## config.mk

```make
export PLATFORM = sky130hd
export DESIGN_NAME = lcdfe_top
export DESIGN_NICKNAME = d
export VERILOG_FILES = /design/src/rtl/lcdfe_pkg.sv /design/src/rtl/lcdfe_parser.sv /design/src/rtl/lcdfe_busy.sv /design/src/rtl/lcdfe_addr.sv /design/src/rtl/lcdfe_top.sv
export SDC_FILE = /design/constraint.sdc
export NUM_CORES = 1
export LEC_CHECK = 0
export BUFFER_PORTS_ARGS = -buffer_cell sky130_fd_sc_hd__buf_4
export CORE_AREA = 2 2 88 99
export CTS_CLUSTER_DIAMETER = 120
export DETAILED_ROUTE_END_ITERATION = 12
export DIE_AREA = 0 0 90 101
export GPL_TIMING_DRIVEN = 0
export PLACE_DENSITY = 0.58
export SLEW_MARGIN = 20
export SYNTH_ARGS = -nofsm -noshare
export SYNTH_HDL_FRONTEND = slang
export SYNTH_SLANG_ARGS = --single-unit
```

## constraint.sdc

```tcl
create_clock -name clk -period 2.55 [get_ports clk]
set_clock_uncertainty 0.2 [all_clocks]
set_input_delay 0.765 -clock clk [delete_from_list [all_inputs] [get_ports clk]]
set_output_delay 0.765 -clock clk [all_outputs]
set_load 0.05 [all_outputs]
```

## src/rtl/lcdfe_pkg.sv

```systemverilog
// Package: lcdfe_pkg
// Shared constants and types for the display command front end.
// Assumes bytes on the serial link are always 8 bits wide.
package lcdfe_pkg;
    localparam int BYTE_W = 8;

    // Control-byte field positions that the parser decodes
    localparam int CTRL_MORE_BIT = 7;
    localparam int CTRL_SEL_BIT  = 6;

    // Parser states: expecting control, routing one byte, routing the rest
    typedef enum logic [1:0] {
        PS_CTRL   = 2'd0,
        PS_ONE    = 2'd1,
        PS_STREAM = 2'd2
    } parse_state_e;
endpackage

```

## src/rtl/lcdfe_parser.sv

```systemverilog
// Module: lcdfe_parser
// Splits the received byte stream into control bytes and routed bytes.
// A control byte with the continuation bit set routes one byte and then
// expects another control byte. With the bit clear it routes every later
// byte until a start or stop strobe.
// Assumes start/stop never coincide with a byte strobe; if they do, the
// strobe wins and the byte is dropped.
module lcdfe_parser
    import lcdfe_pkg::*;
(
    input  logic              clk,
    input  logic              rst_n,
    input  logic              start_i,
    input  logic              stop_i,
    input  logic              byte_valid_i,
    input  logic [BYTE_W-1:0] byte_i,
    output logic              route_valid_o,
    output logic              route_sel_o,
    output logic [BYTE_W-1:0] route_byte_o
);
    parse_state_e state_q;
    logic         sel_q;
    logic         frame_evt;
    logic         take_byte;

    // Frame boundary and accepted-byte qualifiers
    always_comb begin
        frame_evt = start_i | stop_i;
        take_byte = byte_valid_i & ~frame_evt;
    end

    // Parser state and latched register select
    always_ff @(posedge clk) begin
        if (!rst_n) begin
            state_q <= PS_CTRL;
            sel_q   <= 1'b0;
        end else if (frame_evt) begin
            state_q <= PS_CTRL;
        end else if (take_byte) begin
            unique case (state_q)
                PS_CTRL: begin
                    sel_q   <= byte_i[CTRL_SEL_BIT];
                    state_q <= byte_i[CTRL_MORE_BIT] ? PS_ONE : PS_STREAM;
                end
                PS_ONE:    state_q <= PS_CTRL;
                PS_STREAM: state_q <= PS_STREAM;
                default:   state_q <= PS_CTRL;
            endcase
        end
    end

    // Route any non-control byte to the latched target
    always_comb begin
        route_valid_o = take_byte & (state_q != PS_CTRL);
        route_sel_o   = sel_q;
        route_byte_o  = byte_i;
    end

    // A frame strobe always returns the parser to control parsing
    p_frame_ctrl_r5: assert property (@(posedge clk) disable iff (!rst_n)
        (start_i || stop_i) |=> (state_q == PS_CTRL));

    // A single-byte route is followed by control parsing again
    p_one_shot_r3: assert property (@(posedge clk) disable iff (!rst_n)
        (state_q == PS_ONE && take_byte) |=> (state_q == PS_CTRL));

    // Streaming mode persists until a frame strobe
    p_stream_hold_r4: assert property (@(posedge clk) disable iff (!rst_n)
        (state_q == PS_STREAM && !frame_evt) |=> (state_q == PS_STREAM));
endmodule

```

## src/rtl/lcdfe_busy.sv

```systemverilog
// Module: lcdfe_busy
// Down-counter that holds the busy flag for a programmed number of edges
// after each load. Assumes the caller never loads while busy.
module lcdfe_busy #(
    parameter int CW = 8
) (
    input  logic          clk,
    input  logic          rst_n,
    input  logic          load_i,
    input  logic [CW-1:0] load_val_i,
    output logic          busy_o
);
    logic [CW-1:0] cnt_q;

    // Load on accept, otherwise count down to zero
    always_ff @(posedge clk) begin
        if (!rst_n) begin
            cnt_q <= '0;
        end else if (load_i) begin
            cnt_q <= load_val_i;
        end else if (cnt_q != '0) begin
            cnt_q <= cnt_q - 1'b1;
        end
    end

    // Busy whenever the counter has not run out
    always_comb busy_o = (cnt_q != '0);

    // A nonzero load raises the flag on the next cycle
    p_busy_load_r6: assert property (@(posedge clk) disable iff (!rst_n)
        (load_i && load_val_i != '0) |=> busy_o);

    // The counter drops by exactly one per idle edge
    p_count_down_r6: assert property (@(posedge clk) disable iff (!rst_n)
        (busy_o && !load_i) |=> (cnt_q == $past(cnt_q) - 1'b1));

    // The caller must gate loads on the flag
    p_no_reload_r7: assert property (@(posedge clk) disable iff (!rst_n)
        load_i |-> !busy_o);
endmodule

```

## src/rtl/lcdfe_addr.sv

```systemverilog
// Module: lcdfe_addr
// Display RAM address counter and write port. Set-address and entry-mode
// instructions update it. Each data byte issues a write and then steps the
// counter. Assumes instruction and data strobes are never both high.
module lcdfe_addr
    import lcdfe_pkg::*;
#(
    parameter int AW = 7
) (
    input  logic              clk,
    input  logic              rst_n,
    input  logic              instr_acc_i,
    input  logic [BYTE_W-1:0] instr_i,
    input  logic              data_wr_i,
    input  logic [BYTE_W-1:0] data_i,
    output logic [AW-1:0]     ac_o,
    output logic              ram_we_o,
    output logic [AW-1:0]     ram_addr_o,
    output logic [BYTE_W-1:0] ram_wdata_o
);
    logic [AW-1:0] ac_q;
    logic          up_q;
    logic          is_set_addr;
    logic          is_entry;

    // Instruction classes this unit reacts to
    always_comb begin
        is_set_addr = instr_i[7];
        is_entry    = (instr_i[7:2] == 6'b000001);
    end

    // Address counter and step direction
    always_ff @(posedge clk) begin
        if (!rst_n) begin
            ac_q <= '0;
            up_q <= 1'b1;
        end else if (instr_acc_i) begin
            if (is_set_addr) ac_q <= AW'(instr_i[6:0]);
            if (is_entry)    up_q <= instr_i[1];
        end else if (data_wr_i) begin
            ac_q <= up_q ? ac_q + 1'b1 : ac_q - 1'b1;
        end
    end

    // Registered RAM write port
    always_ff @(posedge clk) begin
        if (!rst_n) begin
            ram_we_o    <= 1'b0;
            ram_addr_o  <= '0;
            ram_wdata_o <= '0;
        end else begin
            ram_we_o <= data_wr_i;
            if (data_wr_i) begin
                ram_addr_o  <= ac_q;
                ram_wdata_o <= data_i;
            end
        end
    end

    // Expose the counter for status reads
    always_comb ac_o = ac_q;

    // Each data write moves the counter one step in the set direction
    p_step_r9: assert property (@(posedge clk) disable iff (!rst_n)
        (data_wr_i && !instr_acc_i) |=>
        (ac_q == ($past(up_q) ? $past(ac_q) + 1'b1 : $past(ac_q) - 1'b1)));

    // A write strobe only follows a data byte
    p_we_pulse_r9: assert property (@(posedge clk) disable iff (!rst_n)
        ram_we_o |-> $past(data_wr_i));

    // Without any strobe the counter holds still
    p_ac_hold_r7: assert property (@(posedge clk) disable iff (!rst_n)
        (!instr_acc_i && !data_wr_i) |=> $stable(ac_q));
endmodule

```

## src/rtl/lcdfe_top.sv

```systemverilog
// Module: lcdfe_top
// Command front end for a character display behind a two-wire serial
// slave. It routes instruction and data bytes, gates instructions on the
// busy flag, drives the RAM write port and answers status reads.
// Assumes the serial slave decodes the slave address and the read/write
// bit, so reads reach this block as rd_req_i strobes.
module lcdfe_top
    import lcdfe_pkg::*;
#(
    parameter int AW = 7,
    parameter int CW = 8
) (
    input  logic              clk,
    input  logic              rst_n,
    input  logic              bus_start_i,
    input  logic              bus_stop_i,
    input  logic              byte_valid_i,
    input  logic [BYTE_W-1:0] byte_i,
    input  logic [CW-1:0]     exec_cycles_i,
    input  logic              rd_req_i,
    output logic              rd_valid_o,
    output logic [AW:0]       rd_data_o,
    output logic              instr_valid_o,
    output logic [BYTE_W-1:0] instr_byte_o,
    output logic              ram_we_o,
    output logic [AW-1:0]     ram_addr_o,
    output logic [BYTE_W-1:0] ram_wdata_o
);
    logic              route_valid;
    logic              route_sel;
    logic [BYTE_W-1:0] route_byte;
    logic              busy;
    logic              instr_acc;
    logic              data_wr;
    logic [AW-1:0]     ac;

    lcdfe_parser u_parser (
        .clk          (clk),
        .rst_n        (rst_n),
        .start_i      (bus_start_i),
        .stop_i       (bus_stop_i),
        .byte_valid_i (byte_valid_i),
        .byte_i       (byte_i),
        .route_valid_o(route_valid),
        .route_sel_o  (route_sel),
        .route_byte_o (route_byte)
    );

    // Instructions pass only when idle; data is never gated
    always_comb begin
        instr_acc = route_valid & ~route_sel & ~busy;
        data_wr   = route_valid &  route_sel;
    end

    lcdfe_busy #(.CW(CW)) u_busy (
        .clk        (clk),
        .rst_n      (rst_n),
        .load_i     (instr_acc),
        .load_val_i (exec_cycles_i),
        .busy_o     (busy)
    );

    lcdfe_addr #(.AW(AW)) u_addr (
        .clk         (clk),
        .rst_n       (rst_n),
        .instr_acc_i (instr_acc),
        .instr_i     (route_byte),
        .data_wr_i   (data_wr),
        .data_i      (route_byte),
        .ac_o        (ac),
        .ram_we_o    (ram_we_o),
        .ram_addr_o  (ram_addr_o),
        .ram_wdata_o (ram_wdata_o)
    );

    // Instruction register and its one-cycle strobe
    always_ff @(posedge clk) begin
        if (!rst_n) begin
            instr_valid_o <= 1'b0;
            instr_byte_o  <= '0;
        end else begin
            instr_valid_o <= instr_acc;
            if (instr_acc) instr_byte_o <= route_byte;
        end
    end

    // Status read: busy flag above the address counter
    always_ff @(posedge clk) begin
        if (!rst_n) begin
            rd_valid_o <= 1'b0;
            rd_data_o  <= '0;
        end else begin
            rd_valid_o <= rd_req_i;
            if (rd_req_i) rd_data_o <= {busy, ac};
        end
    end

    // A byte reaches at most one of the two registers
    p_single_route_r2: assert property (@(posedge clk) disable iff (!rst_n)
        !(ram_we_o && instr_valid_o));

    // A forwarded instruction was never taken while busy
    p_iv_idle_r7: assert property (@(posedge clk) disable iff (!rst_n)
        instr_valid_o |-> !$past(busy));

    // Every status request is answered on the next cycle
    p_read_reply_r8: assert property (@(posedge clk) disable iff (!rst_n)
        rd_req_i |=> rd_valid_o);
endmodule

```

[Word-level counts from Yosys, hierarchy flattened]
Index checks and enable logic that the tools add are counted.
Word-level totals
  register bits after elaboration: 53
  input port bits: 22
  logic and storage cells: 45
Operators by class
  $add $sub $neg: 3
  equal/unequal tests: 3
  mux-type cells: 8
  bitwise operators: 10
  reduce and logical (&&, ||, !) cells: 9
Operators with widths (count)
  $mux 7: 4
  $mux 8: 2
  $reduce_bool 8->1: 1
  $sub 8x1->8 const B: 1
  $add 7x1->7 const B: 1
  $sub 7x1->7 const B: 1
  $eq 6x1->1 const B: 1
  $reduce_bool 2->1: 3
  $and 1x1->1: 5
  $not 1->1: 4
  $pmux 2 s2: 1
  $reduce_and 2->1: 2
  $reduce_and 3->1: 1
  $eq 2x2->1 const B: 1
  $logic_not 2->1: 1
  $mux 2: 1
  $ne 2x2->1 const B: 1
  $reduce_or 2->1: 1
  $or 1x1->1: 1

[Logic depth before layout (Yosys ltp)]
  depth in word-level cells: 8
  gate-level depth with buffers: 8
  depth with buffers taken out: 7

[Cells and area by module]
Synthesis repeated with hierarchy kept, for this count alone.
Unflattened totals
  cell total of the unflattened synthesis: 264
  area, all modules: 2536.2 µm²
By module, submodules not included
  lcdfe_addr: instances 1, cells an instance 117, area each 1142.3 µm²
  lcdfe_top: instances 1, cells an instance 67, area each 700.7 µm²
  lcdfe_busy: instances 1, cells an instance 54, area each 480.5 µm²
  lcdfe_parser: instances 1, cells an instance 26, area each 212.7 µm²

[Worst setup path after synthesis]
No wires, ideal clock.
  kind: input-to-reg
  start: input port bus_stop_i
  end: register u_busy.cnt_q[7]
  setup time: 0.070 ns
  arrival time: 1.928 ns
  required time: 2.280 ns
  path slack: 0.352 ns
  cell stages on the path: 5
  path through: or3_4 -> nor2_4 -> a41oi_1 -> or4_1 -> a21oi_1
On the way
  longest elaborated chain between the ends: 7
  elaborated cells on any way between the ends: 8
Ends and longest elaborated chain
  start, declared: line lcdfe_top.sv:16  | input logic bus_stop_i,
  $or 1x1->1 (*): line lcdfe_parser.sv:28  | frame_evt = start_i | stop_i;
  $not 1->1 (*): line lcdfe_parser.sv:29  | take_byte = byte_valid_i & ~frame_evt;
  $and 1x1->1 (*): line lcdfe_parser.sv:29
  $and 1x1->1 (*): line lcdfe_parser.sv:54  | route_valid_o = take_byte & (state_q != PS_CTRL);
  $and 1x1->1 (*) (2 in series): line lcdfe_top.sv:51  | instr_acc = route_valid & ~route_sel & ~busy;
  $mux 8 / $reduce_bool 2->1 (equally long branches)
  end signal, assigned: line lcdfe_busy.sv:20  | cnt_q <= load_val_i;
  end signal, assigned: line lcdfe_busy.sv:22  | cnt_q <= cnt_q - 1'b1;
  end, declared: line lcdfe_busy.sv:13  | logic [CW-1:0] cnt_q;
Mark *: on every way between the ends. The rest lies on a longest branch, timed or not.
A chain may end at the register's enable or synchronous reset.

[Worst setup path after layout]
  start: register u_busy.cnt_q[0]
  end: register instr_byte_o[7]
On the way
  longest elaborated chain between the ends: 3
Ends and longest elaborated chain
  $reduce_bool 8->1: line lcdfe_busy.sv:27  | always_comb busy_o = (cnt_q != '0);
  $not 1->1: line lcdfe_top.sv:51
  $and 1x1->1: line lcdfe_top.sv:51
  end signal, assigned: line lcdfe_top.sv:83  | if (instr_acc) instr_byte_o <= route_byte;
  end, declared: line lcdfe_top.sv:24  | output logic [BYTE_W-1:0] instr_byte_o,
Every way passes these cells.

==> reports/qor.tcl <==
set qor(post-route-worst-setup-slack_ps) 144.1
set qor(synthTopCellsByArea) {sky130_fd_sc_hd__dfxtp_1 45%, sky130_fd_sc_hd__nand2_1 9.5%, sky130_fd_sc_hd__a21oi_1 7.4%}
set qor(syn_nets) 305
set qor(tightest_slew_ps) 688.0
set qor(route.detailed.wl_per_inst_um) 13.72
set qor(postRouteWirelength_mm) 6.159
set qor(first_pass_iters) 4
set qor(layout-drive-gt1-share) 0.2426
set qor(globalplace.congestion) 0.7542
set qor(dominantRegCellSynth) {sky130_fd_sc_hd__dfxtp_1}
set qor(drt_first_iter_violations) 78
set qor(tritoncts) {yes}
set qor(r2r_setup_slack_ps) 140
set qor(critical-path-slowest-cell) {sky130_fd_sc_hd__or4b_4}
set qor(postCtsSetupRepairBufs) 0
set qor(multi_input_comb_area_sq_um) 1225
set qor(grt_first_pass_wirelength_mm) 10.38
set qor(detailed_place_hpwl_mm) 4.723
set qor(asyncSetResetFlopFracSynth) 0
set qor(synthAdderAreaFrac) 0.04008
set qor(worstSetupStartpointType) {register}
set qor(ant_nets) 0
set qor(setup_tns_ps) 0
set qor(final_util) 0.3696
set qor(slew_headroom) 0.5401
set qor(clock_tree.buffer_depth) 2
set qor(count_of_max_cap_constraint_violations) 0
set qor(avgSynthCellArea_sq_um) 8.595
set qor(post-synth-top-area-cell) {sky130_fd_sc_hd__dfxtp_1}
set qor(synthesis_warning_total) 0
set qor(fp.dieArea_sq_um) 9090
set qor(antenna_cells) 0
set qor(numPortBuffers) 54
set qor(timing.hold.worst.class) {register to register}
set qor(synth_largest_type_area_fraction) 0.4473
set qor(worstSetupPathDepth) 8
set qor(pre_cts_slack_ps) 70.56
set qor(clk-insertion-delay-late_ps) 310
set qor(layout-area-overhead-vs-synth_pct) 26.90
set qor(clkTransAtPathRegs_ps) 110
set qor(synth-compound-area-share) 0.1904
set qor(p_per_area_nw_per_um2) 676.5
set qor(fmax_mhz) 415.7
set qor(vias_in_the_first_global_route) 2116
set qor(crit_arrival_ps) 2390
set qor(critPathBufInv) 2
set qor(delay_contributed_by_the_slowest_stage_of_the_critical_path_ps) 570
set qor(final-max-slew-violation-count) 0
set qor(synth.most_common_cell) {sky130_fd_sc_hd__nand2_1}
set qor(filler_cell_count) 882
set qor(timing.critical_path.mode_cell) {sky130_fd_sc_hd__nand2_1}
set qor(fin_crit_sh) 0.9435
set qor(syn_area_sq_um) 2372
set qor(postCtsHoldBufs) 0
set qor(total_leakage_power_nw) 1.209
set qor(layout_min_cycle_time_ps) 2406
set qor(grt_antenna_before_repair) 0
set qor(design.portCount) 56
set qor(critPathTopFamily) {simple AND/OR/NAND/NOR gates}
set qor(routed-via-count) 2125
set qor(finish.net_count) 366
set qor(dpl.cell_count) 441
set qor(final_cell_count_no_fill) 449
set qor(netlist_top_cells_count) {60 x sky130_fd_sc_hd__nand2_1, 53 x sky130_fd_sc_hd__dfxtp_1, 35 x sky130_fd_sc_hd__a21oi_1}
set qor(cts_root_buffer) {sky130_fd_sc_hd__clkbuf_8}
set qor(vdd_ir_drop_max_mv) 0.2438
set qor(timing.critical_path.to_type) {register}
set qor(hold_viol_final) 0
set qor(core_area_sq_um) 8145
set qor(layout.area.seq_sq_um) 1061
set qor(std_cell_rows) 35
set qor(post-route-drc-count) 0
set qor(maximum_number_of_pins_on_one_net_before_global_route_repair) 19
set qor(setup_viol) 0
set qor(synth_simple_gate_area_frac) 0.2247
set qor(starting_density) 0.2912
set qor(post_synth_edffs) 0
set qor(chipHeight_um) 101
set qor(yosys.cell_types.count) 52
set qor(post_synth_mux_area_share) 0.04272
set qor(dominant_combinational_cell_family_by_area_after_synthesis) {simple AND/OR/NAND/NOR gates}
set qor(setup.worst_path.class) {register to register}
set qor(synth.yosys.seq_area_share) 0.4473
set qor(reg2reg_depth) 8
set qor(yosys_register_bits) 53
set qor(cts_inserted_buffers) 5
set qor(track_usage) 0.1401
set qor(post_cts.resized_instances) 0
set qor(unrepaired_setup_endpoints_after_global_routing) {false}
set qor(synth_xor_xnor_area_share) 0.01846
set qor(ctsHtreeMaxLevel) 2
set qor(viasPerCell) 4.733
set qor(status) {completed}
set qor(chain_of_cells_forming_the_critical_path) {inv_1 > ha_1 > or4b_4 > nor2_4 > nand2_1 > buf_2 > nand2_1 > a21oi_1}
set qor(globalRoute.totalOverflow) 0
set qor(cells_after_synth) 276
set qor(worst_ep_required_time_ps) 2530
set qor(hold-path-cell-count) 2
set qor(worst-path-max-fanout) 10
set qor(clkSinkCount) 53
set qor(die_w_um) 90
[through the flow]
step | cell area (sq um) | hold WS (ps) | power [W]
5_1_grt | 3010 | 288.0 | 0.002163
4_1_cts | 3010 | 266.5 | 0.002056
3_5_place_dp | 2917 | 250.9 | 0.001545
6_report | 3010 | 263.6 | 0.002037
2_1_floorplan | 2372 | 254.2 | 0.001409
3_3_place_gp | 2917 | 241.6 | 0.001535
[placed cells by master (no fill, tap or decap), types with 6 or more instances in the layout]
master / netlist / final
sky130_fd_sc_hd__buf_4: 1 / 55
sky130_fd_sc_hd__ha_1: 6 / 6
sky130_fd_sc_hd__inv_1: 7 / 7
sky130_fd_sc_hd__clkbuf_1: 6 / 6
sky130_fd_sc_hd__nand2_1: 60 / 60
sky130_fd_sc_hd__o21ai_0: 7 / 7
sky130_fd_sc_hd__dfxtp_1: 53 / 53
sky130_fd_sc_hd__nor2_1: 22 / 22
sky130_fd_sc_hd__a211oi_1: 6 / 6
sky130_fd_sc_hd__a21oi_1: 35 / 35
sky130_fd_sc_hd__mux2i_1: 9 / 9
[layer usage]
metal	vias up	routed length [um]	part of all wire	track usage
li1	1089	-	-	-
met1	984	2735	0.44	0.1713
met2	47	3072	0.50	0.2481
met3	5	301	0.049	0.03740
met4	0	49	0.0080	0.03077
met5	-	0	0	0
[final timing paths]
check	from	endpoint
setup reg to reg	u_busy.cnt_q[0]$_SDFFE_PN0P_	instr_byte_o[7]$_SDFFE_PN0P_
hold reg to reg	u_addr.ram_wdata_o[7]$_SDFFE_PN0P_	u_addr.ram_wdata_o[7]$_SDFFE_PN0P_
hold / removal	u_addr.ram_wdata_o[7]$_SDFFE_PN0P_	u_addr.ram_wdata_o[7]$_SDFFE_PN0P_
setup / recovery	u_busy.cnt_q[0]$_SDFFE_PN0P_	instr_byte_o[7]$_SDFFE_PN0P_
[report_power, final]
part	internal [W]	total (W)	switching [W]
registers	0.000887	0.000954	0.0000662
clock network	0.000201	0.000509	0.000308
logic	0.000244	0.000573	0.000329
[flip-flops by register name (all words and copies together) (netlist names)]
name,cells
instr_byte_o,8
u_addr.ac_o,7
u_addr.ram_addr_o,7
rd_valid_o,1
u_parser.route_sel_o,1
rd_data_o,8
u_addr.ram_we_o,1
u_addr.ram_wdata_o,8
u_parser.state_q,2
u_busy.cnt_q,8
u_addr.up_q,1
instr_valid_o,1
[layout make-up]
class | count | share of cell area
Multi-Input combinational cell | 204 | 0.4069
Sequential cell | 53 | 0.3525
Timing Repair Buffer | 54 | 0.1347
Tap cell | 111 | 0.04613
Clock buffer | 5 | 0.02286
Buffer | 11 | 0.01870
Inverter | 8 | 0.009975
Clock inverter | 3 | 0.008313
[worst min-delay path, stage by stage, from the launching register on]
cell and delay [ps]:
sky130_fd_sc_hd__dfxtp_1 330, sky130_fd_sc_hd__nand2_1 50, sky130_fd_sc_hd__a21oi_1 50
[logic make-up after synthesis]
logic type	count (synthesis)
multiplexers	10
AND/OR/NAND/NOR	108
XOR/XNOR	5
flip-flops	53
AO/OA/AOI/OAI	74
buffers and inverters	19
adder cells (fa/ha/maj)	7
Note: power is estimated with default switching activity, not from simulation.
